<file path="config.mk">
export PLATFORM = sky130hd
export DESIGN_NAME = xlt_ctl_regs
export DESIGN_NICKNAME = d
export VERILOG_FILES = /design/src/rtl/xlt_regs_pkg.sv /design/src/rtl/xlt_mode_ctl.sv /design/src/rtl/xlt_fault_log.sv /design/src/rtl/xlt_flush_gen.sv /design/src/rtl/xlt_ctl_regs.sv
export SDC_FILE = /design/constraint.sdc
export NUM_CORES = 1
export LEC_CHECK = 0
export ABC_AREA = 1
export BUFFER_PORTS_ARGS = -buffer_cell sky130_fd_sc_hd__buf_2
export CORE_ASPECT_RATIO = 2
export CORE_MARGIN = 3
export CORE_UTILIZATION = 39
export DETAILED_ROUTE_END_ITERATION = 7
export GPL_ROUTABILITY_DRIVEN = 0
export MAX_ROUTING_LAYER = met4
export PLACE_DENSITY = 0.65
export SLEW_MARGIN = 15
export SYNTH_ARGS = -nofsm -noshare
export SYNTH_HDL_FRONTEND = slang
export SYNTH_HIERARCHICAL = 1
export SYNTH_SLANG_ARGS = --single-unit
</file>
<file path="constraint.sdc">
create_clock -name clk -period 1.5 [get_ports clk]
set_input_delay 0.15 -clock clk [delete_from_list [all_inputs] [get_ports clk]]
set_output_delay 0.15 -clock clk [all_outputs]
set_load 0.01 [all_outputs]
</file>
<file path="src/rtl/xlt_regs_pkg.sv">
package xlt_regs_pkg;

  localparam logic [7:0] OFS_CTRL    = 8'h00;
  localparam logic [7:0] OFS_CFG     = 8'h04;
  localparam logic [7:0] OFS_STAT    = 8'h08;
  localparam logic [7:0] OFS_FLALL   = 8'h0C;
  localparam logic [7:0] OFS_FLONE   = 8'h10;
  localparam logic [7:0] OFS_PTBASE  = 8'h14;
  localparam logic [7:0] OFS_INTST   = 8'h18;
  localparam logic [7:0] OFS_INTCLR  = 8'h1C;
  localparam logic [7:0] OFS_CAP0    = 8'h24;
  localparam logic [7:0] OFS_VER     = 8'h34;

  localparam logic [31:0] CMD_OFF  = 32'h0;
  localparam logic [31:0] CMD_RUN  = 32'h5;
  localparam logic [31:0] CMD_HOLD = 32'h7;

  localparam logic [31:0] CFG_KEEP = 32'h0150_FFFF;

  localparam int NUM_GRP = 4;

  typedef enum logic [1:0] {
    MODE_OFF,
    MODE_RUN,
    MODE_HOLD
  } mode_e;

  // Capture group of each fault bit; group g is read at OFS_CAP0 + 4*g.
  // 0: page fault, 1: write channel, 2: read channel, 3: bus error.
  function automatic logic [1:0] fault_group(input int idx);
    case (idx)
      0:       return 2'd0;
      1, 4, 5: return 2'd2;
      2, 6, 7: return 2'd1;
      default: return 2'd3;
    endcase
  endfunction

endpackage

</file>
<file path="src/rtl/xlt_mode_ctl.sv">
module xlt_mode_ctl
  import xlt_regs_pkg::*;
#(
  parameter int DATA_W = 32
) (
  input  logic              clk,
  input  logic              rst,
  input  logic              ctrl_we,
  input  logic [DATA_W-1:0] ctrl_wdata,
  input  logic              fault_any,
  output logic              run_o,
  output logic              hold_o,
  output logic [DATA_W-1:0] code_o
);

  mode_e mode_q;

  always_ff @(posedge clk) begin
    if (rst) begin
      mode_q <= MODE_OFF;
    end else if (fault_any) begin
      mode_q <= MODE_HOLD;
    end else if (ctrl_we) begin
      if (ctrl_wdata == DATA_W'(CMD_RUN))       mode_q <= MODE_RUN;
      else if (ctrl_wdata == DATA_W'(CMD_HOLD)) mode_q <= MODE_HOLD;
      else if (ctrl_wdata == DATA_W'(CMD_OFF))  mode_q <= MODE_OFF;
    end
  end

  assign run_o  = (mode_q == MODE_RUN);
  assign hold_o = (mode_q == MODE_HOLD);

  always_comb begin
    case (mode_q)
      MODE_RUN:  code_o = DATA_W'(CMD_RUN);
      MODE_HOLD: code_o = DATA_W'(CMD_HOLD);
      default:   code_o = DATA_W'(CMD_OFF);
    endcase
  end

  // a hold command is visible on the next cycle
  p_hold_cmd_r3: assert property (@(posedge clk) disable iff (rst)
    (ctrl_we && ctrl_wdata == DATA_W'(CMD_HOLD) && !fault_any) |=> hold_o);

  // a fault event always lands in held mode
  p_fault_holds_r11: assert property (@(posedge clk) disable iff (rst)
    fault_any |=> hold_o);

  // held mode is only left through a control write
  p_hold_sticks_r11: assert property (@(posedge clk) disable iff (rst)
    (hold_o && !ctrl_we) |=> hold_o);

  // run and held are exclusive
  p_mode_excl_r2: assert property (@(posedge clk) disable iff (rst)
    !(run_o && hold_o));

endmodule

</file>
<file path="src/rtl/xlt_fault_log.sv">
module xlt_fault_log
  import xlt_regs_pkg::*;
#(
  parameter int DATA_W     = 32,
  parameter int NUM_FAULTS = 8
) (
  input  logic                             clk,
  input  logic                             rst,
  input  logic [NUM_FAULTS-1:0]            fault_vld,
  input  logic [DATA_W-1:0]                fault_addr,
  input  logic                             clr_we,
  input  logic [NUM_FAULTS-1:0]            clr_bits,
  output logic [NUM_FAULTS-1:0]            status_o,
  output logic                             irq_o,
  output logic [NUM_GRP-1:0][DATA_W-1:0]   cap_o
);

  logic [NUM_FAULTS-1:0] status_q;
  logic [NUM_FAULTS-1:0] status_nxt;
  logic [NUM_FAULTS-1:0] clr_eff;
  logic                  irq_q;

  assign clr_eff    = clr_we ? clr_bits : '0;
  assign status_nxt = (status_q & ~clr_eff) | fault_vld;

  always_ff @(posedge clk) begin
    if (rst) begin
      status_q <= '0;
      irq_q    <= 1'b0;
    end else begin
      status_q <= status_nxt;
      irq_q    <= |status_nxt;
    end
  end

  assign status_o = status_q;
  assign irq_o    = irq_q;

  for (genvar g = 0; g < NUM_GRP; g++) begin : g_cap
    logic [NUM_FAULTS-1:0] sel;
    logic [DATA_W-1:0]     addr_q;

    for (genvar b = 0; b < NUM_FAULTS; b++) begin : g_sel
      assign sel[b] = fault_vld[b] && (fault_group(b) == 2'(g));
    end

    always_ff @(posedge clk) begin
      if (rst)       addr_q <= '0;
      else if (|sel) addr_q <= fault_addr;
    end

    assign cap_o[g] = addr_q;
  end

  // interrupt line tracks the status register
  p_irq_tracks_r8: assert property (@(posedge clk) disable iff (rst)
    irq_o == (status_q != '0));

  // status bits stay set without a clear
  p_sticky_r8: assert property (@(posedge clk) disable iff (rst)
    !clr_we |=> ((status_q & $past(status_q)) == $past(status_q)));

  // a cleared bit with no new event reads zero next cycle
  p_clear_r9: assert property (@(posedge clk) disable iff (rst)
    (clr_we && fault_vld == '0) |=> ((status_q & $past(clr_bits)) == '0));

  // a fresh event is never lost
  p_event_set_r9: assert property (@(posedge clk) disable iff (rst)
    (fault_vld != '0) |=> ((status_q & $past(fault_vld)) == $past(fault_vld)));

endmodule

</file>
<file path="src/rtl/xlt_flush_gen.sv">
module xlt_flush_gen #(
  parameter int DATA_W     = 32,
  parameter int PAGE_SHIFT = 12
) (
  input  logic                       clk,
  input  logic                       rst,
  input  logic                       all_we,
  input  logic                       one_we,
  input  logic                       cmd_bit,
  input  logic [DATA_W-PAGE_SHIFT-1:0] page_num,
  output logic                       all_o,
  output logic                       one_o,
  output logic [DATA_W-1:0]          one_addr_o
);

  always_ff @(posedge clk) begin
    if (rst) begin
      all_o      <= 1'b0;
      one_o      <= 1'b0;
      one_addr_o <= '0;
    end else begin
      all_o <= all_we && cmd_bit;
      one_o <= one_we && cmd_bit;
      if (one_we && cmd_bit) one_addr_o <= {page_num, {PAGE_SHIFT{1'b0}}};
    end
  end

  // a flush-all pulse only follows a flush-all command
  p_all_cause_r6: assert property (@(posedge clk) disable iff (rst)
    all_o |-> $past(all_we && cmd_bit));

  // single-entry address is page aligned whenever pulsed
  p_one_align_r7: assert property (@(posedge clk) disable iff (rst)
    one_o |-> (one_addr_o[PAGE_SHIFT-1:0] == '0));

endmodule

</file>
<file path="src/rtl/xlt_ctl_regs.sv">
module xlt_ctl_regs
  import xlt_regs_pkg::*;
#(
  parameter int ADDR_W     = 8,
  parameter int DATA_W     = 32,
  parameter int NUM_FAULTS = 8,
  parameter int VER_MAJOR  = 3,
  parameter int VER_MINOR  = 3,
  parameter int PAGE_SHIFT = 12
) (
  input  logic                  clk,
  input  logic                  rst,
  input  logic                  reg_wen,
  input  logic                  reg_ren,
  input  logic [ADDR_W-1:0]     reg_addr,
  input  logic [DATA_W-1:0]     reg_wdata,
  output logic [DATA_W-1:0]     reg_rdata,
  input  logic [NUM_FAULTS-1:0] fault_vld,
  input  logic [DATA_W-1:0]     fault_addr,
  output logic                  xlt_run,
  output logic                  xlt_held,
  output logic [DATA_W-1:0]     pt_base,
  output logic                  cfg_lru,
  output logic [3:0]            cfg_qos,
  output logic                  flush_all,
  output logic                  flush_one,
  output logic [DATA_W-1:0]     flush_one_addr,
  output logic                  irq
);

  localparam int VER_BITS = 11;
  localparam logic [VER_BITS-1:0] VER_CODE = {4'(VER_MAJOR), 7'(VER_MINOR)};
  localparam logic [DATA_W-1:0] VER_WORD =
    DATA_W'(VER_CODE) << (DATA_W - VER_BITS);

  logic we_ctrl, we_cfg, we_flall, we_flone, we_pt, we_clr;
  logic [DATA_W-1:0] cfg_q, pt_q, mode_code;
  logic [NUM_FAULTS-1:0] int_status;
  logic [NUM_GRP-1:0][DATA_W-1:0] cap;
  logic [DATA_W-1:0] rd_mux, rdata_q;

  assign we_ctrl  = reg_wen && reg_addr == ADDR_W'(OFS_CTRL);
  assign we_cfg   = reg_wen && reg_addr == ADDR_W'(OFS_CFG);
  assign we_flall = reg_wen && reg_addr == ADDR_W'(OFS_FLALL);
  assign we_flone = reg_wen && reg_addr == ADDR_W'(OFS_FLONE);
  assign we_pt    = reg_wen && reg_addr == ADDR_W'(OFS_PTBASE);
  assign we_clr   = reg_wen && reg_addr == ADDR_W'(OFS_INTCLR);

  xlt_mode_ctl #(.DATA_W(DATA_W)) u_mode (
    .clk        (clk),
    .rst        (rst),
    .ctrl_we    (we_ctrl),
    .ctrl_wdata (reg_wdata),
    .fault_any  (|fault_vld),
    .run_o      (xlt_run),
    .hold_o     (xlt_held),
    .code_o     (mode_code)
  );

  xlt_fault_log #(.DATA_W(DATA_W), .NUM_FAULTS(NUM_FAULTS)) u_flog (
    .clk        (clk),
    .rst        (rst),
    .fault_vld  (fault_vld),
    .fault_addr (fault_addr),
    .clr_we     (we_clr),
    .clr_bits   (reg_wdata[NUM_FAULTS-1:0]),
    .status_o   (int_status),
    .irq_o      (irq),
    .cap_o      (cap)
  );

  xlt_flush_gen #(.DATA_W(DATA_W), .PAGE_SHIFT(PAGE_SHIFT)) u_flush (
    .clk        (clk),
    .rst        (rst),
    .all_we     (we_flall),
    .one_we     (we_flone),
    .cmd_bit    (reg_wdata[0]),
    .page_num   (reg_wdata[DATA_W-1:PAGE_SHIFT]),
    .all_o      (flush_all),
    .one_o      (flush_one),
    .one_addr_o (flush_one_addr)
  );

  always_ff @(posedge clk) begin
    if (rst) begin
      cfg_q <= '0;
      pt_q  <= '0;
    end else begin
      if (we_cfg) cfg_q <= reg_wdata & DATA_W'(CFG_KEEP);
      if (we_pt)  pt_q  <= reg_wdata;
    end
  end

  assign pt_base = pt_q;
  assign cfg_lru = cfg_q[0];
  assign cfg_qos = cfg_q[10:7];

  always_comb begin
    rd_mux = '0;
    if (reg_addr == ADDR_W'(OFS_CTRL))        rd_mux = mode_code;
    else if (reg_addr == ADDR_W'(OFS_CFG))    rd_mux = cfg_q;
    else if (reg_addr == ADDR_W'(OFS_STAT))   rd_mux = DATA_W'(xlt_held);
    else if (reg_addr == ADDR_W'(OFS_PTBASE)) rd_mux = pt_q;
    else if (reg_addr == ADDR_W'(OFS_INTST))  rd_mux = DATA_W'(int_status);
    else if (reg_addr == ADDR_W'(OFS_VER))    rd_mux = VER_WORD;
    else begin
      for (int g = 0; g < NUM_GRP; g++) begin
        if (reg_addr == ADDR_W'(OFS_CAP0) + ADDR_W'(4 * g)) rd_mux = cap[g];
      end
    end
  end

  always_ff @(posedge clk) begin
    if (rst)          rdata_q <= '0;
    else if (reg_ren) rdata_q <= rd_mux;
  end

  assign reg_rdata = rdata_q;

  // stored configuration never holds bits outside the mask
  p_cfg_mask_r4: assert property (@(posedge clk) disable iff (rst)
    (cfg_q & ~DATA_W'(CFG_KEEP)) == '0);

  // revision read always returns the fixed word
  p_ver_read_r12: assert property (@(posedge clk) disable iff (rst)
    (reg_ren && reg_addr == ADDR_W'(OFS_VER)) |=> reg_rdata == VER_WORD);

  // unmapped or write-only offsets read zero
  p_zero_read_r13: assert property (@(posedge clk) disable iff (rst)
    (reg_ren && (reg_addr == ADDR_W'(OFS_FLALL) || reg_addr == ADDR_W'(OFS_INTCLR)))
      |=> reg_rdata == '0);

endmodule

</file>
==> metrics.txt, run 1 <==
worst skew pair latency 0.54 ns; root buffer cell clkbuf_16; synth warn 6; Buffers & Inverters on Critical Path 2; Reg power frac 48.2%; cell count after synthesis 1640; synth unique cells 41; initial antenna violation count 0; Fin. Hold Viols 0; RSZ-0062 raised after global routing no; Internal Power 10.68 mW; first-pass GRT wire length 56.51 mm; Final min period 1.425 ns; post-route cell area 0.01428 mm2; Core Footprint 0.02885 mm2; CP peak stage delay 0.33 ns; asr flop ratio synth 0%; port bufs 177; startpoint types register; die height 248.1 um; crit path kind register to output pin; # IOs 190; GRT Overall Usage 22.78%; antenna cell count 0; DRC viols 0; DIE AREA 0.03153 mm2; CTS Buf Count 22; Initial DRT Pass Iterations 5; Final #Nets 1962; vias in the first global route 10570; clk buf depth 3; layout cells sized above 1 18.18%; final setup fails 0; synthesized area per cell 6.971 um2; combinational power share 9.6%; slowest cell on the critical path dfxtp_2; Critical Path Sink Type output pin; row count 88; outcome complete, no violations; Fin Setup TNS 0 ns; clk slew on worst S/H paths 0.06 ns; most common cell after layout, fill and taps aside nand2_1; switching power 3.582 mW; Final period util 95.00%; DRT iter0 DRCs 896; via-per-instance ratio 5.028; Initial Util 39.63%; slew margin rel. 50.70%; Clock Power Share 42.2%; switching part of the total 25.11%; Die W 127.1 um; Antenna Violating Nets Remaining 0; Most used DFF post-synth dfxtp_1; Hold Path Class primary input to register; Max Freq 701.7 MHz; leakage 6.634 nW; largest net degree at the start of global routing 66; sequential element share of the synthesized area 42.73%; Worst Skew 0.01665 ns; Post-Route Utilization 49.51%; placed cell areas 0.01278 mm2; H-tree depth 1; P&R area growth vs syn 24.94%; Critical Path Fanout Max 3; Crit path required time 1.35 ns; placed cells 2139; Crit path max-delay family flip-flops; crit-path cells inv_1 > ha_2 > buf_2; grt ovf 0; total routed wirelength 36.07 mm; Mapped Area 0.01143 mm2; maximum VDD drop 0.0007448 V; Post-synth EDFFs 0; Finished Layout Cells 2252; Final Max Tran Viols 0; TritonCTS clock tree built; DR vias 11320; #FFs+latches synth 244; DP HPWL 25.37 mm; worst slew pin tran 0.7395 ns; clock sinks 244; Worst EP arrival 1.28 ns; total power 14.27 mW; Power Density 998.8 mW/mm2; WL per Instance 16.02 um; Max Cap Viol 0; highest-count cells in the layout ignoring fill and taps nand2_1 (511), dfxtp_1 (243), buf_2 (175)
-- layer usage --
layer / track usage, % / vias up / share of wire [%]
li1: - / 5666 / -
met4: 10.14 / 0 / 4.4
met2: 40.00 / 423 / 51
met3: 2.017 / 93 / 5.4
met1: 26.33 / 5141 / 39
met5: - / - / 0
-- flip-flops by register name, indices dropped and copies added (netlist names), 2 cells and up --
signal and cells:
u_flog/status_o 8, u_mode/mode_q 2, u_flog/g_cap.addr_q 128, cfg_q 19, u_flush/one_addr_o 20, pt_base 32
reg_rdata 32
-- synth_stat cells (6+ instances only) --
library cell | number | area (um2)
nor3_1 | 20 | 100.1
buf_6 | 16 | 180.2
inv_1 | 109 | 409.1
inv_2 | 10 | 37.54
dfxtp_1 | 244 | 4885
nor4_1 | 21 | 131.4
buf_1 | 6 | 22.52
nand3_1 | 79 | 395.4
clkbuf_1 | 35 | 131.4
nand4_1 | 22 | 137.6
buf_2 | 44 | 220.2
a21oi_1 | 152 | 760.7
buf_4 | 51 | 382.9
a21oi_2 | 19 | 166.4
nand2_1 | 511 | 1918
o211ai_1 | 6 | 45.04
a221oi_1 | 8 | 70.07
a211oi_1 | 24 | 180.2
nor2_1 | 172 | 645.6
o22ai_1 | 11 | 68.82
o21ai_1 | 21 | 105.1
o21ai_0 | 20 | 100.1
-- logic make-up (layout without fill, tap and decap cells) --
group,after synthesis,in the layout,synth area share (%)
simple gates,846,846,30.90
buf+inv,275,488,12.26
compound gates,271,271,13.83
flops,244,244,42.73
fa+ha+maj,2,2,0.2189
other cells,2,41,0.06569
-- worst reg2reg max path, stage by stage (launching register included) --
cell     delay (ns)
dfxtp_2        0.34
inv_1          0.05
ha_2           0.27
inv_1          0.11
nor2_1         0.06
nor2_1         0.10
nand2_1        0.10
a21oi_1        0.13
-- area by class of cell --
| type | count | area, um2 |
|---|---|---|
| clock buffers | 31 | 654.4 |
| clock inverters | 9 | 112.6 |
| fillers | 2831 | 14560 |
| inverters | 123 | 464.2 |
| multi-input cells | 1160 | 5305 |
| flip-flops and latches | 244 | 4886 |
| well taps | 360 | 450.4 |
| repair buffers | 325 | 2411 |
-- path summary, 6_finish.rpt --
kind / start / end / slack (ns) / cells past startpoint
worst max-delay path: u_mode/mode_q[0]$_SDFFE_PP0P_ / xlt_held / 0.07 / 3
worst min-delay path: fault_vld[0] / u_mode/mode_q[0]$_SDFFE_PP0P_ / 0.12 / 5
worst max register to register: u_mode/mode_q[0]$_SDFFE_PP0P_ / reg_rdata[2]$_SDFFE_PP0P_ / 0.30 / 7
worst min register to register: u_flog/g_cap[0].addr_q[18]$_SDFFE_PP0P_ / u_flog/g_cap[0].addr_q[18]$_SDFFE_PP0P_ / 0.46 / 2
-- what timing repair did --
item                                   4_1_cts  5_1_grt
setup endpoints to repair                    1        4
endpoints found under the hold margin      204        0
setup buffers                                0        1
pin swaps                                    0        1
gates resized for setup                      1        3
hold buffers                                72        0
-- stage by stage --
| step | setup slack, ns | hold slack, ns |
|---|---|---|
| global placement | -0.2719 | 0.4114 |
| CTS | 0.01740 | 0.1056 |
| finish | 0.07497 | 0.1227 |
| detailed placement | -0.2955 | 0.4152 |
| global route | 0.0001259 | 0.1506 |
| floorplan | 0.1609 | 0.2191 |
-- power groups by stage --
stage,registers [mW],clock network [mW],logic (mW)
6_report,6.88,6.02,1.37
5_1_grt,6.90,6.37,1.51
4_1_cts,6.87,6.14,1.36
3_5_place_dp,7.02,0,1.21
3_3_place_gp,7.02,0,1.19
2_1_floorplan,6.99,0,0.770
No activity file was read; power rests on OpenSTA's default activity.
==> inputs of run 2 (changes only) <==
- SETUP_SLACK_MARGIN: default -> 0.2
==> run 2 against run 1 <==
  * Die area is the same
  * Maximum frequency increased by 5.5%
  * Clock skew decreased by 0.010 ns
  * Routed wire length is 0.65% higher
  * Global-route usage is 0.20 points lower
  * Sequential share of layout area decreased by 1.1 points
  * Critical path depth did not move
  * Final area grew 3.3%
  * Non-clock buffer count grew 27
  * Combinational power up 8%
  * Clock power down 10%
  * Critical endpoint unchanged
==> metrics.txt, run 2 (synthesis results as in run 1) <==
row count 88 (unchanged); antenna cell count 0 (unchanged); Final period util 90.06% (-4.9 points); Hold Path Class primary input to register; most common cell after layout, fill and taps aside nand2_1; DRC viols 0 (unchanged); WL per Instance 15.97 um (-0.33%); Worst EP arrival 1.20 ns (-0.08 ns); DR vias 11360 (+0.32%); Core Footprint 0.02885 mm2 (unchanged); Crit path required time 1.35 ns (about the same); initial antenna violation count 0 (unchanged); max FFs per register 128 (unchanged); grt ovf 0 (unchanged); DP HPWL 25.00 mm (-1.4%); Worst Skew 0.006600 ns (-0.01005 ns); root buffer cell clkbuf_16; TritonCTS clock tree built; total power 13.74 mW (-3.7%); Final Max Tran Viols 0 (unchanged); P&R area growth vs syn 29.07%; Initial Util 39.63% (unchanged); leakage 6.937 nW (+4.6%); Max Freq 740.2 MHz (+5.5%); clk buf depth 3 (unchanged); Max Cap Viol 0 (unchanged); # IOs 190 (unchanged); Fin. Hold Viols 0 (unchanged); Antenna Violating Nets Remaining 0 (unchanged); highest-count cells in the layout ignoring fill and taps nand2_1 (484), dfxtp_1 (242), buf_2 (163); Die W 127.1 um (unchanged); Final #Nets 1988 (+1.3%); Initial DRT Pass Iterations 5 (unchanged); startpoint types register; Power Density 931.0 mW/mm2 (-6.8%); Post-Route Utilization 51.15% (+1.6 points); Critical Path Sink Type output pin; DIE AREA 0.03153 mm2 (unchanged); slew margin rel. 51.91% (+1.2 points); worst slew pin tran 0.7203 ns (-0.01920 ns); RSZ-0062 raised after global routing yes; via-per-instance ratio 4.995 (-0.65%); outcome complete, no violations; Fin Setup TNS 0 ns (unchanged); Critical Path Fanout Max 3 (unchanged); pre-CTS WS -0.5028 ns (-0.2073 ns); total routed wirelength 36.31 mm (+0.65%); first-pass GRT wire length 56.28 mm (-0.40%); vias in the first global route 10760 (+1.7%); die height 248.1 um (unchanged); GRT Overall Usage 22.58% (-0.20 points); largest net degree at the start of global routing 56 (-15%); Top reg by flops u_flog/g_cap.addr_q; worst skew pair latency 0.52 ns (-0.02 ns); final setup fails 0 (unchanged); layout cells sized above 1 21.84% (+3.7 points); clk slew on worst S/H paths 0.07 ns (about the same); H-tree depth 1 (unchanged); maximum VDD drop 0.0007209 V (-3.2%); worst setup margin 0.1491 ns (+0.07412 ns); port bufs 177 (unchanged); DRT iter0 DRCs 720 (-20%); CTS Buf Count 21 (-4.5%); Final min period 1.351 ns (-0.07412 ns); crit path kind register to output pin; clock sinks 244 (unchanged)
run 2: cell types whose count changed in the layout (fill, tap and decap cells not counted), moves of 12 or more:
cell | before | now
nor2_1 | 170 | 158
nand2_1 | 511 | 484
buf_2 | 175 | 163
buf_4 | 58 | 81
dlymetal6s4s_1 | 0 | 14
nand2_2 | 5 | 26
dlygate4sd3_1 | 72 | 57
buf_6 | 1 | 16
run 2: critical path: stages (launching register included):
cell	delay, ns
dfxtp_4	0.38
inv_2	0.05
ha_4	0.15
buf_6	0.11
run 2: per-layer routing:
| metal | track usage (%) | share of wire, % | up-vias |
|---|---|---|---|
| met5 | - | 0 | - |
| li1 | - | - | 5715 |
| met1 | 25.82 | 39 | 5238 |
| met2 | 39.78 | 52 | 319 |
| met3 | 2.103 | 4.7 | 87 |
| met4 | 10.27 | 3.8 | 0 |
run 2: cell type report:
class / count / area (um2)
Tap cell: 360 / 450.4
Clock inverter: 5 / 53.80
Clock buffer: 30 / 599.3
Fill cell: 2854 / 14090
Timing Repair Buffer: 352 / 2770
Multi-Input combinational cell: 1160 / 5523
Inverter: 123 / 466.7
Sequential cell: 244 / 4892
run 2: worst paths after layout:
| check | start | end | slack (ns) | cells after the start |
|---|---|---|---|---|
| max | u_mode/mode_q[0]$_SDFFE_PP0P_ | xlt_held | 0.15 | 3 |
| min | reg_wdata[24] | cfg_q[24]$_SDFFE_PP0P_ | 0.004 | 3 |
| max reg2reg | u_mode/mode_q[0]$_SDFFE_PP0P_ | reg_rdata[2]$_SDFFE_PP0P_ | 0.28 | 7 |
| min reg2reg | u_flog/g_cap[3].addr_q[22]$_SDFFE_PP0P_ | u_flog/g_cap[3].addr_q[22]$_SDFFE_PP0P_ | 0.46 | 2 |
run 2: per-stage QoR:
step / std cells / hold WS [ns] / instance area, um2
after global routing: 2274 / 0.02916 / 14760
final: 2274 / 0.004261 / 14760
after detailed placement: 2151 / 0.3791 / 12910
after global placement: 2151 / 0.3754 / 12910
after CTS: 2257 / 0.004080 / 14290
after floorplan: 1679 / 0.2191 / 11590
run 2: power breakdown:
part	internal, mW	switching, mW
Sequential	6.73	0.136
Clock	2.95	2.44
Combinational	0.614	0.870
Total	10.3	3.45
run 2: timing repair:
item / in CTS / in global routing
hold endpoints to repair: 196 / 0
hold buffers: 71 / 0
cloned: 0 / 0
gates resized for setup: 6 / 109
pin swaps: 0 / 40
setup endpoints to repair: 5 / 62
setup buffers: 0 / 17
==> inputs of run 3 (changes only) <==
- PLACE_DENSITY: 0.65 -> default
- PLACE_DENSITY_LB_ADDON: default -> 0.1
==> run 3 against run 2 <==
  * Highest routed layer unchanged
  * Largest power group unchanged
  * Routed wire length up 3.1%
  * Hold slack better by 0.027 ns
  * Via count down 0.40%
  * Global-route usage up 0.74 points
  * Largest cell class unchanged
  * Register-to-register slack better by 0.07 ns
  * First-iteration DRC count down 2.4%
==> metrics.txt, run 3 (synthesis results as in run 1) <==
outcome complete, no violations; Top reg by flops u_flog/g_cap.addr_q; Final Max Tran Viols 0 (unchanged); startpoint types register; layout cells sized above 1 20.58% (-1.3 points); DR vias 11310 (-0.40%); Initial DRT Pass Iterations 5 (unchanged); Fin Setup TNS 0 ns (unchanged); RSZ-0062 raised after global routing yes; # IOs 190 (unchanged); Worst EP arrival 1.21 ns (about the same); maximum VDD drop 0.0008127 V (+13%); Worst Skew 0.006473 ns (-0.0001277 ns); TritonCTS clock tree built; pre-CTS WS -0.2999 ns (+0.2029 ns); clk buf depth 3 (unchanged); largest net degree at the start of global routing 74 (+32%); placed cell areas 0.01289 mm2 (-0.21%); root buffer cell clkbuf_16; Core Footprint 0.02885 mm2 (unchanged); CTS Buf Count 24 (+14%); WL per Instance 16.39 um (+2.7%); Max Freq 736.7 MHz (-0.48%); DIE AREA 0.03153 mm2 (unchanged); Final period util 90.49% (+0.43 points); Finished Layout Cells 2284 (+0.44%); antenna cell count 0 (unchanged); fillers 2919 (+2.3%); final setup fails 0 (unchanged); Max Cap Viol 0 (unchanged); DP HPWL 25.49 mm (+1.9%); Final #Nets 1993 (+0.25%); grt ovf 0 (unchanged); DRC viols 0 (unchanged); Critical Path Sink Type output pin; Initial Util 39.63% (unchanged); H-tree depth 1 (unchanged); placed cells 2154 (+0.14%); total routed wirelength 37.44 mm (+3.1%); max FFs per register 128 (unchanged); clock sinks 244 (unchanged); slew margin rel. 55.73% (+3.8 points); DRT iter0 DRCs 703 (-2.4%); Die W 127.1 um (unchanged); worst hold slack 0.03102 ns (+0.02676 ns); post-route cell area 0.01471 mm2 (-0.31%); Final min period 1.357 ns (+0.006503 ns); P&R area growth vs syn 28.66%; via-per-instance ratio 4.954 (-0.83%); most common cell after layout, fill and taps aside nand2_1; row count 88 (unchanged); die height 248.1 um (unchanged); initial antenna violation count 0 (unchanged); crit path kind register to output pin; Critical Path Fanout Max 3 (unchanged); first-pass GRT wire length 57.77 mm (+2.6%); port bufs 177 (unchanged); Crit path required time 1.35 ns (about the same); vias in the first global route 10760 (+0.019%); highest-count cells in the layout ignoring fill and taps nand2_1 (502), dfxtp_1 (239), buf_2 (167); GRT Overall Usage 23.32% (+0.74 points); clk slew on worst S/H paths 0.06 ns (about the same); worst skew pair latency 0.53 ns (about the same); leakage 6.895 nW (-0.60%); worst slew pin tran 0.6633 ns (-0.05695 ns); Hold Path Class primary input to register; Fin. Hold Viols 0 (unchanged); Antenna Violating Nets Remaining 0 (unchanged); Power Density 979.6 mW/mm2 (+5.2%); worst setup margin 0.1426 ns (-0.006503 ns)
run 3: cell count changes in the layout (fill, tap and decap cells not counted), sizes merged:
cell / change
buf: +1
clkbuf: +12
clkinv: -2
dlygate4sd3: +7
dlymetal6s4s: -7
inv: -1
run 3: path summary, 6_finish.rpt:
check                                          startpoint                                      end  slack [ns]  cells after the start
setup reg to reg  u_flog/g_cap[1].addr_q[17]$_SDFFE_PP0P_               reg_rdata[17]$_SDFFE_PP0P_        0.35                      6
hold reg to reg   u_flog/g_cap[3].addr_q[21]$_SDFFE_PP0P_  u_flog/g_cap[3].addr_q[21]$_SDFFE_PP0P_        0.46                      2
setup / recovery            u_mode/mode_q[0]$_SDFFE_PP0P_                                 xlt_held        0.14                      3
hold / removal                              reg_wdata[24]      u_flush/one_addr_o[24]$_SDFFE_PP0P_        0.03                      4
run 3: what timing repair did:
item	CTS	global route
hold buffers	71	0
endpoints found under the hold margin	200	0
setup buffers	2	13
cloned	0	1
pin swaps	1	19
endpoints found under the setup margin	3	77
gates resized for setup	11	53
run 3: report_power, final:
part	total, mW	internal [mW]	leakage [nW]	switching (mW)
Clock	6.09	3.53	0.381	2.56
Combinational	1.45	0.597	4.51	0.853
Sequential	6.87	6.73	2.00	0.136
run 3: metrics by stage:
step                utilization (%)  power, mW
finish                        50.99      14.41
global route                  50.99      14.98
CTS                           50.01      14.53
detailed placement            44.67      8.255
global placement              44.67      8.240
floorplan                         -      7.759
run 3: layout make-up:
class | instances | area (um2) | area share [%]
Sequential cell | 244 | 4893 | 33.27
Clock buffer | 41 | 745.7 | 5.070
Multi-Input combinational cell | 1160 | 5393 | 36.66
Inverter | 123 | 469.2 | 3.190
Tap cell | 360 | 450.4 | 3.062
Clock inverter | 2 | 35.03 | 0.2382
Timing Repair Buffer | 354 | 2723 | 18.51
run 3: layer usage:
| metal | part of all wire [%] | vias up | wire length [um] | global-route usage (%) |
|---|---|---|---|---|
| li1 | - | 5724 | - | - |
| met1 | 41 | 5204 | 15380 | 27.28 |
| met2 | 52 | 325 | 19340 | 41.71 |
| met3 | 4.4 | 61 | 1662 | 2.146 |
| met4 | 2.8 | 0 | 1054 | 7.928 |
| met5 | 0 | - | 0 | - |
run 3: critical path, cell delays in order (launching register included):
cell and delay (ns):
dfxtp_2 0.36, inv_2 0.05, ha_4 0.16, buf_6 0.11
